[src/rtl/pcm_slot_tx_pkg.sv]
package pcm_slot_tx_pkg;

  typedef enum logic [1:0] {
    FMT_TDM = 2'b00,
    FMT_I2S = 2'b01,
    FMT_LJ  = 2'b10,
    FMT_RSV = 2'b11
  } fmt_e;

  // word-length code to bit count
  function automatic logic [5:0] word_bits(input logic [1:0] code);
    logic [5:0] n;
    case (code)
      2'b00:   n = 6'd16;
      2'b01:   n = 6'd20;
      2'b10:   n = 6'd24;
      default: n = 6'd32;
    endcase
    return n;
  endfunction

endpackage

[src/rtl/pcm_slot_tx_edge.sv]
module pcm_slot_tx_edge #(
  parameter int SYNC_STAGES = 2
) (
  input  logic clk,
  input  logic rst_n,
  input  logic bclk_in,
  input  logic fsync_in,
  input  logic bclk_inv,
  input  logic fsync_inv,
  output logic launch,
  output logic fs_lvl
);

  logic [SYNC_STAGES-1:0] bclk_sync_q, bclk_sync_d;
  logic [SYNC_STAGES-1:0] fs_sync_q, fs_sync_d;
  logic                   bclk_hist_q, bclk_hist_d;
  logic                   bclk_eff;

  generate
    if (SYNC_STAGES == 1) begin : g_one
      always_comb begin
        bclk_sync_d = bclk_in;
        fs_sync_d   = fsync_in;
      end
    end else begin : g_chain
      always_comb begin
        bclk_sync_d = {bclk_sync_q[SYNC_STAGES-2:0], bclk_in};
        fs_sync_d   = {fs_sync_q[SYNC_STAGES-2:0], fsync_in};
      end
    end
  endgenerate

  always_comb begin
    bclk_eff    = bclk_sync_q[SYNC_STAGES-1] ^ bclk_inv;
    bclk_hist_d = bclk_eff;
    launch      = bclk_hist_q & ~bclk_eff;
    fs_lvl      = fs_sync_q[SYNC_STAGES-1] ^ fsync_inv;
  end

  always_ff @(posedge clk or negedge rst_n) begin
    if (!rst_n) begin
      bclk_sync_q <= '0;
      fs_sync_q   <= '0;
      bclk_hist_q <= 1'b0;
    end else begin
      bclk_sync_q <= bclk_sync_d;
      fs_sync_q   <= fs_sync_d;
      bclk_hist_q <= bclk_hist_d;
    end
  end

endmodule

[src/rtl/pcm_slot_tx_pos.sv]
module pcm_slot_tx_pos
  import pcm_slot_tx_pkg::*;
#(
  parameter int SLOT_W = 5,
  parameter int OFS_W  = 5,
  parameter int BIT_W  = 5
) (
  input  logic              clk,
  input  logic              rst_n,
  input  logic              launch,
  input  logic              fs_lvl,
  input  logic [1:0]        fmt_code,
  input  logic [1:0]        wlen_code,
  input  logic [OFS_W-1:0]  offset,
  output logic              nxt_live,
  output logic [SLOT_W-1:0] nxt_slot,
  output logic [BIT_W-1:0]  nxt_bit,
  output logic              start_now,
  output logic              frame_seen
);

  localparam int CNT_W  = SLOT_W + 1;
  localparam int LEAD_W = OFS_W + 1;

  logic              fs_prev_q, fs_prev_d;
  logic              seen_q, seen_d;
  logic              half_q, half_d;
  logic [LEAD_W-1:0] lead_q, lead_d;
  logic [BIT_W-1:0]  bit_q, bit_d;
  logic [CNT_W-1:0]  slot_q, slot_d;

  fmt_e              fmt;
  logic              is_i2s, is_tdm;
  logic              fs_rise, fs_fall, frm_edge, half_edge;
  logic [LEAD_W-1:0] skip;
  logic [BIT_W-1:0]  wl_last;

  always_comb begin
    fmt       = fmt_e'(fmt_code);
    is_i2s    = (fmt == FMT_I2S);
    is_tdm    = !(is_i2s || fmt == FMT_LJ);
    fs_rise   = fs_lvl & ~fs_prev_q;
    fs_fall   = ~fs_lvl & fs_prev_q;
    frm_edge  = is_i2s ? fs_fall : fs_rise;
    half_edge = !is_tdm && seen_q && (is_i2s ? fs_rise : fs_fall);
    skip      = LEAD_W'(offset) + LEAD_W'(is_i2s);
    wl_last   = BIT_W'(word_bits(wlen_code) - 6'd1);

    fs_prev_d = fs_prev_q;
    seen_d    = seen_q;
    half_d    = half_q;
    lead_d    = lead_q;
    bit_d     = bit_q;
    slot_d    = slot_q;

    if (launch) begin
      fs_prev_d = fs_lvl;
      if (frm_edge || half_edge) begin
        seen_d = 1'b1;
        half_d = half_edge;
        lead_d = skip;
        bit_d  = '0;
        slot_d = '0;
      end else if (lead_q != '0) begin
        lead_d = lead_q - 1'b1;
      end else if (!slot_q[SLOT_W]) begin
        if (bit_q >= wl_last) begin
          bit_d  = '0;
          slot_d = slot_q + 1'b1;
        end else begin
          bit_d = bit_q + 1'b1;
        end
      end
    end

    nxt_live   = seen_d && (lead_d == '0) && !slot_d[SLOT_W] &&
                 (is_tdm || !slot_d[SLOT_W-1]);
    nxt_slot   = is_tdm ? slot_d[SLOT_W-1:0] : {half_d, slot_d[SLOT_W-2:0]};
    nxt_bit    = bit_d;
    start_now  = launch && frm_edge;
    frame_seen = seen_q;
  end

  always_ff @(posedge clk or negedge rst_n) begin
    if (!rst_n) begin
      fs_prev_q <= 1'b0;
      seen_q    <= 1'b0;
      half_q    <= 1'b0;
      lead_q    <= '0;
      bit_q     <= '0;
      slot_q    <= {1'b1, {SLOT_W{1'b0}}};
    end else begin
      fs_prev_q <= fs_prev_d;
      seen_q    <= seen_d;
      half_q    <= half_d;
      lead_q    <= lead_d;
      bit_q     <= bit_d;
      slot_q    <= slot_d;
    end
  end

  AST_BIT_IN_WORD: assert property (@(posedge clk) disable iff (!rst_n)
    (seen_q && lead_q == '0 && !slot_q[SLOT_W]) |-> (bit_q <= wl_last));

  AST_SEEN_ON_LAUNCH: assert property (@(posedge clk) disable iff (!rst_n)
    $rose(seen_q) |-> $past(launch));

endmodule

[src/rtl/pcm_slot_tx_mux.sv]
module pcm_slot_tx_mux #(
  parameter int NCH      = 8,
  parameter int SAMPLE_W = 32,
  parameter int SLOT_W   = 5,
  parameter int BIT_W    = 5
) (
  input  logic                    clk,
  input  logic                    rst_n,
  input  logic                    launch,
  input  logic                    start_now,
  input  logic                    live,
  input  logic [SLOT_W-1:0]       slot,
  input  logic [BIT_W-1:0]        bitn,
  input  logic [NCH*SLOT_W-1:0]   cfg_slot,
  input  logic [NCH*SAMPLE_W-1:0] ch_data,
  output logic                    sd_out,
  output logic                    sd_oe
);

  logic [NCH-1:0] hit, win, bitv;
  logic           drive, dbit;
  logic           sd_out_q, sd_out_d, sd_oe_q, sd_oe_d;

  generate
    for (genvar c = 0; c < NCH; c++) begin : g_ch
      logic [SAMPLE_W-1:0] shadow_q, shadow_d, word;

      always_comb begin
        shadow_d = (launch && start_now) ? ch_data[c*SAMPLE_W +: SAMPLE_W] : shadow_q;
        word     = start_now ? ch_data[c*SAMPLE_W +: SAMPLE_W] : shadow_q;
        hit[c]   = live && (cfg_slot[c*SLOT_W +: SLOT_W] == slot);
        bitv[c]  = word[BIT_W'(SAMPLE_W-1) - bitn];
      end

      always_ff @(posedge clk or negedge rst_n) begin
        if (!rst_n) shadow_q <= '0;
        else        shadow_q <= shadow_d;
      end
    end
  endgenerate

  always_comb begin
    win      = hit & (~hit + 1'b1);
    drive    = |hit;
    dbit     = |(win & bitv);
    sd_oe_d  = launch ? drive : sd_oe_q;
    sd_out_d = launch ? (drive & dbit) : sd_out_q;
    sd_out   = sd_out_q;
    sd_oe    = sd_oe_q;
  end

  always_ff @(posedge clk or negedge rst_n) begin
    if (!rst_n) begin
      sd_out_q <= 1'b0;
      sd_oe_q  <= 1'b0;
    end else begin
      sd_out_q <= sd_out_d;
      sd_oe_q  <= sd_oe_d;
    end
  end

endmodule

[src/rtl/pcm_slot_tx.sv]
module pcm_slot_tx
  import pcm_slot_tx_pkg::*;
#(
  parameter int NCH         = 8,
  parameter int SAMPLE_W    = 32,
  parameter int SLOT_W      = 5,
  parameter int OFS_W       = 5,
  parameter int SYNC_STAGES = 2
) (
  input  logic                    clk,
  input  logic                    rst_n,
  input  logic                    bclk_in,
  input  logic                    fsync_in,
  input  logic [1:0]              cfg_format,
  input  logic [1:0]              cfg_word_len,
  input  logic [OFS_W-1:0]        cfg_offset,
  input  logic                    cfg_bclk_inv,
  input  logic                    cfg_fsync_inv,
  input  logic [NCH*SLOT_W-1:0]   cfg_slot,
  input  logic [NCH*SAMPLE_W-1:0] ch_data,
  output logic                    sd_out,
  output logic                    sd_oe
);

  localparam int BIT_W = $clog2(SAMPLE_W);

  logic              launch, fs_lvl;
  logic              live, start_now, frame_seen;
  logic [SLOT_W-1:0] slot;
  logic [BIT_W-1:0]  bitn;

  pcm_slot_tx_edge #(.SYNC_STAGES(SYNC_STAGES)) edge_i (
    .clk       (clk),
    .rst_n     (rst_n),
    .bclk_in   (bclk_in),
    .fsync_in  (fsync_in),
    .bclk_inv  (cfg_bclk_inv),
    .fsync_inv (cfg_fsync_inv),
    .launch    (launch),
    .fs_lvl    (fs_lvl)
  );

  pcm_slot_tx_pos #(.SLOT_W(SLOT_W), .OFS_W(OFS_W), .BIT_W(BIT_W)) pos_i (
    .clk        (clk),
    .rst_n      (rst_n),
    .launch     (launch),
    .fs_lvl     (fs_lvl),
    .fmt_code   (cfg_format),
    .wlen_code  (cfg_word_len),
    .offset     (cfg_offset),
    .nxt_live   (live),
    .nxt_slot   (slot),
    .nxt_bit    (bitn),
    .start_now  (start_now),
    .frame_seen (frame_seen)
  );

  pcm_slot_tx_mux #(.NCH(NCH), .SAMPLE_W(SAMPLE_W), .SLOT_W(SLOT_W), .BIT_W(BIT_W)) mux_i (
    .clk       (clk),
    .rst_n     (rst_n),
    .launch    (launch),
    .start_now (start_now),
    .live      (live),
    .slot      (slot),
    .bitn      (bitn),
    .cfg_slot  (cfg_slot),
    .ch_data   (ch_data),
    .sd_out    (sd_out),
    .sd_oe     (sd_oe)
  );

  AST_OUT_HOLD: assert property (@(posedge clk) disable iff (!rst_n)
    !$past(launch) |-> ($stable(sd_out) && $stable(sd_oe)));

  AST_NO_DRIVE_PRE_FRAME: assert property (@(posedge clk) disable iff (!rst_n)
    !frame_seen |-> !sd_oe);

endmodule

[config.mk]
export PLATFORM = sky130hd
export DESIGN_NAME = pcm_slot_tx
export DESIGN_NICKNAME = d
export VERILOG_FILES = /design/src/rtl/pcm_slot_tx_pkg.sv /design/src/rtl/pcm_slot_tx_edge.sv /design/src/rtl/pcm_slot_tx_pos.sv /design/src/rtl/pcm_slot_tx_mux.sv /design/src/rtl/pcm_slot_tx.sv
export SDC_FILE = /design/constraint.sdc
export NUM_CORES = 1
export LEC_CHECK = 0
export BUFFER_PORTS_ARGS = -buffer_cell sky130_fd_sc_hd__buf_4
export CELL_PAD_IN_SITES_DETAIL_PLACEMENT = 0
export CELL_PAD_IN_SITES_GLOBAL_PLACEMENT = 2
export CORE_ASPECT_RATIO = 0.6
export CORE_MARGIN = 4
export CORE_UTILIZATION = 40
export CTS_CLUSTER_DIAMETER = 50
export DETAILED_ROUTE_END_ITERATION = 8
export PLACE_DENSITY = 0.92
export SYNTH_ARGS = -nofsm -noshare
export SYNTH_HDL_FRONTEND = slang
export SYNTH_HIERARCHICAL = 1
export SYNTH_SLANG_ARGS = --single-unit
[constraint.sdc]
create_clock -name clk -period 10.6 [get_ports clk]
set_input_delay 2.12 -clock clk [delete_from_list [all_inputs] [get_ports clk]]
set_output_delay 2.12 -clock clk [all_outputs]
set_load 0.05 [all_outputs]
==> results of run 1 <==
report_power, final:
part           internal (mW)  total, mW  switching [mW]
registers               1.56       1.80           0.239
logic                  0.825       1.36           0.536
clock network          0.590       1.06           0.474
total                   2.97       4.22            1.25
cell type report:
cell class,instances,area (sq um)
clock buffer,41,883
inverter,17,63.8
tap,522,653
antenna,4,10.0
clock inverter,15,111
fill,3463,19700
timing repair buffer,331,2530
multi-input combinational,780,8600
sequential,283,7080
kinds of logic (layout without fill, tap and decap cells):
kind of cell / after synthesis / after routing / synth area share [%]
mux: 425 / 425 / 37.3
other cells: 0 / 4 / 0
flops: 283 / 283 / 43.5
fa+ha+maj: 12 / 12 / 0.922
compound gates: 121 / 121 / 5.80
xor+xnor: 49 / 49 / 2.63
simple gates: 173 / 173 / 5.77
buf+inv: 105 / 404 / 4.13
how the worst min path moves through the flow:
stage | end | slack, ns | depth (start not counted)
floorplan | edge_i/bclk_sync_q[1]$_DFF_PN0_ | 0.33 | 0
global placement | edge_i/fs_sync_q[1]$_DFF_PN0_ | 0.34 | 0
detailed placement | edge_i/bclk_sync_q[1]$_DFF_PN0_ | 0.35 | 0
CTS | edge_i/bclk_sync_q[1]$_DFF_PN0_ | 0.36 | 0
global route | edge_i/bclk_sync_q[1]$_DFF_PN0_ | 0.36 | 0
finish | edge_i/bclk_sync_q[1]$_DFF_PN0_ | 0.36 | 0
worst register-to-register path: cells and delay by family, from the launching register on:
family,cells,cell delay (ns)
and+or+nand+nor,5,2.36
adders and majority gates,1,0.23
buffers and inverters,1,0.18
DFF,1,0.45
AOI/OAI and AO/OA,7,1.85
state kept, by name, summed over array words and instances (netlist names), 2 cells and up:
register	cells
edge_i/bclk_sync_q	2
edge_i/fs_sync_q	2
mux_i/g_ch.shadow_q	256
pos_i/bit_q	5
pos_i/lead_q	6
pos_i/slot_q	6
layer usage:
metal | up-vias | GRT usage [%]
met2 | 356 | 32.1
li1 | 5082 | -
met4 | 0 | 4.65
met1 | 5910 | 31.3
met5 | - | 0
met3 | 66 | 5.91
layout by cell type, fill, tap and decap left out, types with 13 or more instances in the layout:
master / instances
mux4_1: 18
clkbuf_16: 31
dfrtp_1: 282
nor2_1: 19
inv_1: 16
mux2_2: 259
buf_4: 327
nand3_1: 36
xor2_1: 41
mux2i_1: 52
nand2_1: 38
mux4_2: 96
a22oi_1: 20
a21oi_1: 13
per-stage QoR:
step           hold WS [ns]  power [mW]  instance area, sq um  util (%)  setup slack [ns]
6_report              0.355        4.22                 19900      50.3              4.54
5_1_grt               0.361        4.46                 19900      50.3              4.16
4_1_cts               0.361        4.25                 19900      50.2              4.59
3_5_place_dp          0.345        3.18                 18900      47.7              4.00
3_3_place_gp          0.335        3.11                 18900      47.7              4.02
2_1_floorplan         0.331        2.73                 16300         -              5.06
==> results by group, run 1 <==
Outcome
  • Outcome: completed

Placed design
  • Post-detail-place hpwl: 34500 um
  • GPL Wtd Cong: 0.896
  • Placed insts: 1933
  • Number of port buffers: 312

CTS
  • Num CTS Buffers: 31
  • CTS Hold Bufs: 0
  • CTS max path bufs: 3
  • PostCTS Resize Cnt: 0
  • Reg clk slew, reported paths: 0.06 ns
  • TritonCTS clock tree: yes
  • Clk Latency, worst-skew pair: 0.58 ns
  • Sink Count: 283
  • Setup Buffers After CTS: 0
  • Clk root buf: clkbuf_16
  • Max H-tree Level: 1

Drt
  • WL met3: 3660 um
  • DRC: 0
  • Top sig layer: met4
  • Drt first pass iters: 5
  • Total number of vias: 11.4k
  • Routed Antenna Nets: 0
  • DRT Wirelength: 47900 um
  • Met2 wire len: 21400 um
  • WL met1: 21900 um
  • WL per Instance: 24.0 um
  • Vias/cell: 5.73
  • Initial DRC count: 832

Global routing
  • Vias in the first global route: 12.2k
  • Initial antenna violation count: 4
  • Total GRT Usage: 21.4%
  • Global route overflow: 0
  • First-pass GRT wire length: 72900 um
  • Largest net degree at the start of global routing: 158

Finish
  • Final #Nets: 1767
  • Ratio of cells with drive above 1 in the final layout: 52.3%
  • Layout area overhead: 22.4%
  • Non-Filler Instances: 1993

Setup path
  • Worst reg-to-reg path cell count: 14
  • Setup crit end kind: flop
  • Worst r2r dst: mux_i/sd_out$_DFFE_PN0P_
  • CP delay by family, top: compound AO/OA/AOI/OAI gates
  • Worst Setup Path Type: in2reg
  • Worst EP arrival: 6.51 ns
  • FF-to-FF setup slack: 5.44 ns
  • Worst-path fanout max: 18
  • Worst-path cell chain: buf_4 > xor2_1 > nand2b_4 > a21o_1 > nand2_1 > o21ai_0 > nand2_1 > o21ai_4 > and2_1 > a22oi_1 > a22oi_1 > o2111ai_1 > o21ai_1 > a21oi_1 > and4bb_1 > a31oi_1
  • CP Depth: 16
  • Critical path buffers and inverters: 1
  • Data required, critical path: 11.05 ns
  • Max incr delay on CP: 0.94 ns
  • Setup crit start: cfg_fsync_inv
  • CP Launch Type: input port
  • Slowest CP cell: and2_1
  • Worst Setup EP: mux_i/sd_out$_DFFE_PN0P_
  • R2R Path Start: pos_i/lead_q[0]$_DFF_PN0_

Yosys
  • Sequential-to-total area share from yosys stat: 43.5%
  • Top cells by area, synth: dfrtp_1 43%, mux2_2 18%, mux4_2 13%
  • Async SR Flop Fraction: 100%
  • Cell area after synthesis: 16300 sq um
  • Post-Syn Area per Cell: 13.9 sq um
  • Number of library cell types mapped by synthesis: 82
  • FF+latch count, synth: 283
  • Syn. warnings: 6
  • Top-count cell post-synth: dfrtp_1
  • Dominant synthesized flop cell: dfrtp_1
  • Synth Net Count: 1491
  • Most frequent cells after synthesis: 282 x dfrtp_1, 259 x mux2_2, 96 x mux4_2
  • Cells after Synth: 1168
  • Top-area cell type share of the netlist area: 43.3%
  • Post-synth EDFFs: 0
  • Synth area leader: dfrtp_1

STA
  • Worst Tran Pin Value: 1.10 ns
  • Final setup viols: 0
  • Slew margin rel.: 26.2%
  • Fin Setup TNS: 0 ns
  • Period utilization: 57.2%
  • Fin. Hold Viols: 0
  • Pins Over Slew Limit: 0
  • FMAX: 165 MHz
  • RSZ-0062 raised after global routing: no
  • Tmin final: 6.06 ns
  • Max Clock Skew: 0.0267 ns

Floorplanning
  • # rows: 56
  • Initial Util: 41.1%
  • Boundary pin count: 313
  • Core area: 39700 sq um
  • Die footprint: 44100 sq um
  • Die Height: 164 um
  • Die X: 269 um

Pwr
  • Maximum vdd drop: 0.121 mV
  • Leak pwr: 8.74 nW
  • Pwr Density: 212 nW/um^2

Job
  • Max-cap violations: 0

Min path
  • Hold_sp: edge_i/bclk_sync_q[0]$_DFF_PN0_
  • HP Class: reg2reg
No activity file was read; power rests on OpenSTA's default activity.
==> run 2: changes to the inputs <==
Settings changed: CORE_UTILIZATION 40 to 35, PLACE_DENSITY 0.92 to 0.86.
Clock period 10.6 ns to 5.4 ns, I/O delays scaled along.
==> run 2 against run 1 <==
  * Sequential share of layout area is 1.2 points lower
  * Critical path depth did not move
  * Clock power rose to 2.5 times the previous value
  * Core utilization down 4.9 points
  * Die area rose by 14%
  * Non-clock buffer count rose by 25
  * Power rose by 110%
  * Highest routed layer is now met5
  * Global-route usage down 2.0 points
==> results by group, run 2 (synthesis results as in run 1) <==
Outcome
  • Outcome: completed

Finish
  • Largest regs: mux_i/g_ch.shadow_q x256, pos_i/lead_q x6, pos_i/slot_q x6
  • Top reg by flops: mux_i/g_ch.shadow_q
  • Layout area overhead: 26.6%
  • Commonest non-fill, non-tap cell in the layout: buf_4
  • Most frequent cells in the layout: 347 x buf_4, 282 x dfrtp_1, 259 x mux2_2
  • Fillcell total: 4044 (+17%)
  • Final instance area: 20600 sq um (+3.4%)
  • Final #Nets: 1797 (+1.7%)
  • Ratio of cells with drive above 1 in the final layout: 53.2% (+0.92 points)
  • Largest register FFs: 256 (unchanged)

STA
  • Fin. Hold Viols: 0 (unchanged)
  • Pins Over Slew Limit: 0 (unchanged)
  • Final setup viols: 0 (unchanged)
  • Fin Setup TNS: 0 ns (unchanged)
  • Slew margin rel.: 47.0% (+21 points)
  • Worst Tran Pin Value: 0.795 ns (-0.307 ns)
  • RSZ-0062 raised after global routing: no
  • Hold slack final: 0.354 ns (-0.00114 ns)
  • Tmin final: 4.66 ns
  • Period utilization: 86.3%
  • FMAX: 215 MHz
  • Max Clock Skew: 0.0222 ns (-0.00448 ns)

Placed design
  • Number of port buffers: 312 (unchanged)
  • GPL Wtd Cong: 0.850 (-5.2%)
  • Post-detail-place hpwl: 36600 um (+5.9%)
  • Placed Area: 19300 sq um (+2.0%)

Setup path
  • CP Launch Type: input port
  • Worst Setup Path Type: in2reg
  • Worst-path cell chain: buf_4 > ha_1 > ha_1 > ha_1 > nand3_1 > xor2_1 > a211oi_1 > a2111o_1 > or4b_1 > a2111oi_2 > and3_1 > nor3_1 > nand3_1 > a21oi_1 > a311oi_1 > a31oi_1
  • Critical Path Most Common Cell: ha_1
  • Critical path buffers and inverters: 1 (unchanged)
  • Worst-path fanout max: 8 (-10)
  • R2R Path Start: pos_i/lead_q[0]$_DFF_PN0_
  • Worst r2r dst: mux_i/sd_out$_DFFE_PN0P_
  • Slowest CP cell: a2111oi_2
  • Worst reg-to-reg path cell count: 18 (+4)
  • FF-to-FF setup slack: 0.84 ns (-4.60 ns)
  • CP delay by family, top: compound AO/OA/AOI/OAI gates
  • Data required, critical path: 5.79 ns (-5.26 ns)
  • Worst EP arrival: 5.05 ns (-1.46 ns)
  • Max incr delay on CP: 0.65 ns (-0.29 ns)
  • Setup crit end kind: flop

Pwr
  • Sequential power share: 39.5% (-3.1 points)
  • Clk pwr share: 29.9% (+4.7 points)
  • Pwr Density: 432 nW/um^2 (+100%)
  • NetSw: 2.53 mW (+100%)
  • Leak pwr: 9.04 nW (+3.4%)
  • Internal Power: 6.37 mW (+110%)
  • Sw Share: 28.5% (-1.1 points)
  • Maximum vdd drop: 0.225 mV (+86%)
  • Comb pwr share: 30.6% (-1.6 points)

Drt
  • Initial DRC count: 732 (-12%)
  • DRC: 0 (unchanged)
  • Routed Antenna Nets: 0 (unchanged)
  • WL per Instance: 23.3 um (-3.0%)
  • Drt first pass iters: 5 (unchanged)
  • Vias/cell: 5.42 (-5.4%)
  • Total number of vias: 11.5k (+0.71%)
  • DRT Wirelength: 49500 um (+3.3%)

Global routing
  • Global route overflow: 0 (unchanged)
  • Total GRT Usage: 19.4% (-2.0 points)
  • Vias in the first global route: 12.1k (-0.37%)
  • Largest net degree at the start of global routing: 139 (-12%)
  • Initial antenna violation count: 5 (+1)
  • First-pass GRT wire length: 75100 um (+3.1%)

CTS
  • Num CTS Buffers: 36 (+16%)
  • Max H-tree Level: 2 (+1)
  • CTS max path bufs: 3 (unchanged)
  • Sink Count: 283 (unchanged)
  • Reg clk slew, reported paths: 0.06 ns (about the same)
  • Setup Buffers After CTS: 0 (unchanged)
  • CTS Hold Bufs: 0 (unchanged)
  • Clk root buf: clkbuf_16
  • PostCTS Resize Cnt: 0 (unchanged)
  • TritonCTS clock tree: yes
  • Clk Latency, worst-skew pair: 0.53 ns (-0.05 ns)

Job
  • Max-cap violations: 0 (unchanged)

Min path
  • Hold Path Depth: 0 (unchanged)
  • HP Class: reg2reg
  • Hold_sp: edge_i/fs_sync_q[0]$_DFF_PN0_
  • Hold EP: edge_i/fs_sync_q[1]$_DFF_PN0_

Floorplanning
  • Die footprint: 50200 sq um (+14%)
  • Initial Util: 35.9% (-5.2 points)
  • # rows: 60 (+7.1%)
  • Core area: 45400 sq um (+15%)
  • Die Height: 175 um (+6.6%)
  • Die X: 287 um (+6.7%)
  • Boundary pin count: 313 (unchanged)
==> run 2: cell types whose count changed in the layout (fill, tap and decap cells not counted), sizes merged <==
cell | before | now
inv | 20 | 21
clkbuf | 41 | 46
diode | 4 | 2
bufinv | 0 | 7
buf | 331 | 356
clkinv | 9 | 4
==> run 2: power groups by stage <==
stage / logic [mW] / registers, mW / clock network, mW
finish: 2.72 / 3.52 / 2.66
global route: 2.95 / 3.63 / 2.82
CTS: 2.74 / 3.52 / 2.73
detailed placement: 2.73 / 3.55 / 0
global placement: 2.67 / 3.48 / 0
floorplan: 1.96 / 3.40 / 0
==> run 2: worst max-delay path by stage <==
| stage | startpoint | end | slack [ns] | depth (start not counted) |
|---|---|---|---|---|
| finish | cfg_format[0] | mux_i/sd_out$_DFFE_PN0P_ | 0.74 | 16 |
| global route | cfg_fsync_inv | mux_i/sd_out$_DFFE_PN0P_ | 0.38 | 15 |
| CTS | cfg_fsync_inv | mux_i/sd_out$_DFFE_PN0P_ | 0.73 | 14 |
| detailed placement | cfg_fsync_inv | mux_i/sd_out$_DFFE_PN0P_ | 0.20 | 15 |
| global placement | cfg_format[0] | mux_i/sd_out$_DFFE_PN0P_ | 0.34 | 16 |
| floorplan | cfg_format[1] | mux_i/sd_out$_DFFE_PN0P_ | 0.90 | 17 |
==> run 2: cell type report <==
type	instances	area, sq um	share of cell area, %
antenna	2	5.00	0.0243
tap	620	776	3.76
clock buffer	46	1000	4.85
clock inverter	18	313	1.52
sequential	283	7080	34.3
multi-input combinational	780	8600	41.7
inverter	17	63.8	0.309
timing repair buffer	356	2780	13.5
==> run 2: stage by stage <==
stage / instances / setup WS, ns / util, % / power [mW]
finish: 2122 / 0.741 / 45.4 / 8.90
global route: 2122 / 0.378 / 45.4 / 9.40
CTS: 2120 / 0.733 / 45.4 / 8.98
detailed placement: 2056 / 0.196 / 42.5 / 6.27
global placement: 2056 / 0.344 / 42.5 / 6.16
floorplan: 1168 / 0.901 / - / 5.36
==> run 2: metal layers <==
metal  up-vias  share of wire, %  wire, um  global-route usage [%]
met3        54               7.1      3490                    5.27
met2       351                45     22100                    29.3
met1      5935                47     23100                    28.0
met5         -             0.083        41                       0
met4         6               1.4       707                    3.89
li1       5149                 -         -                       -
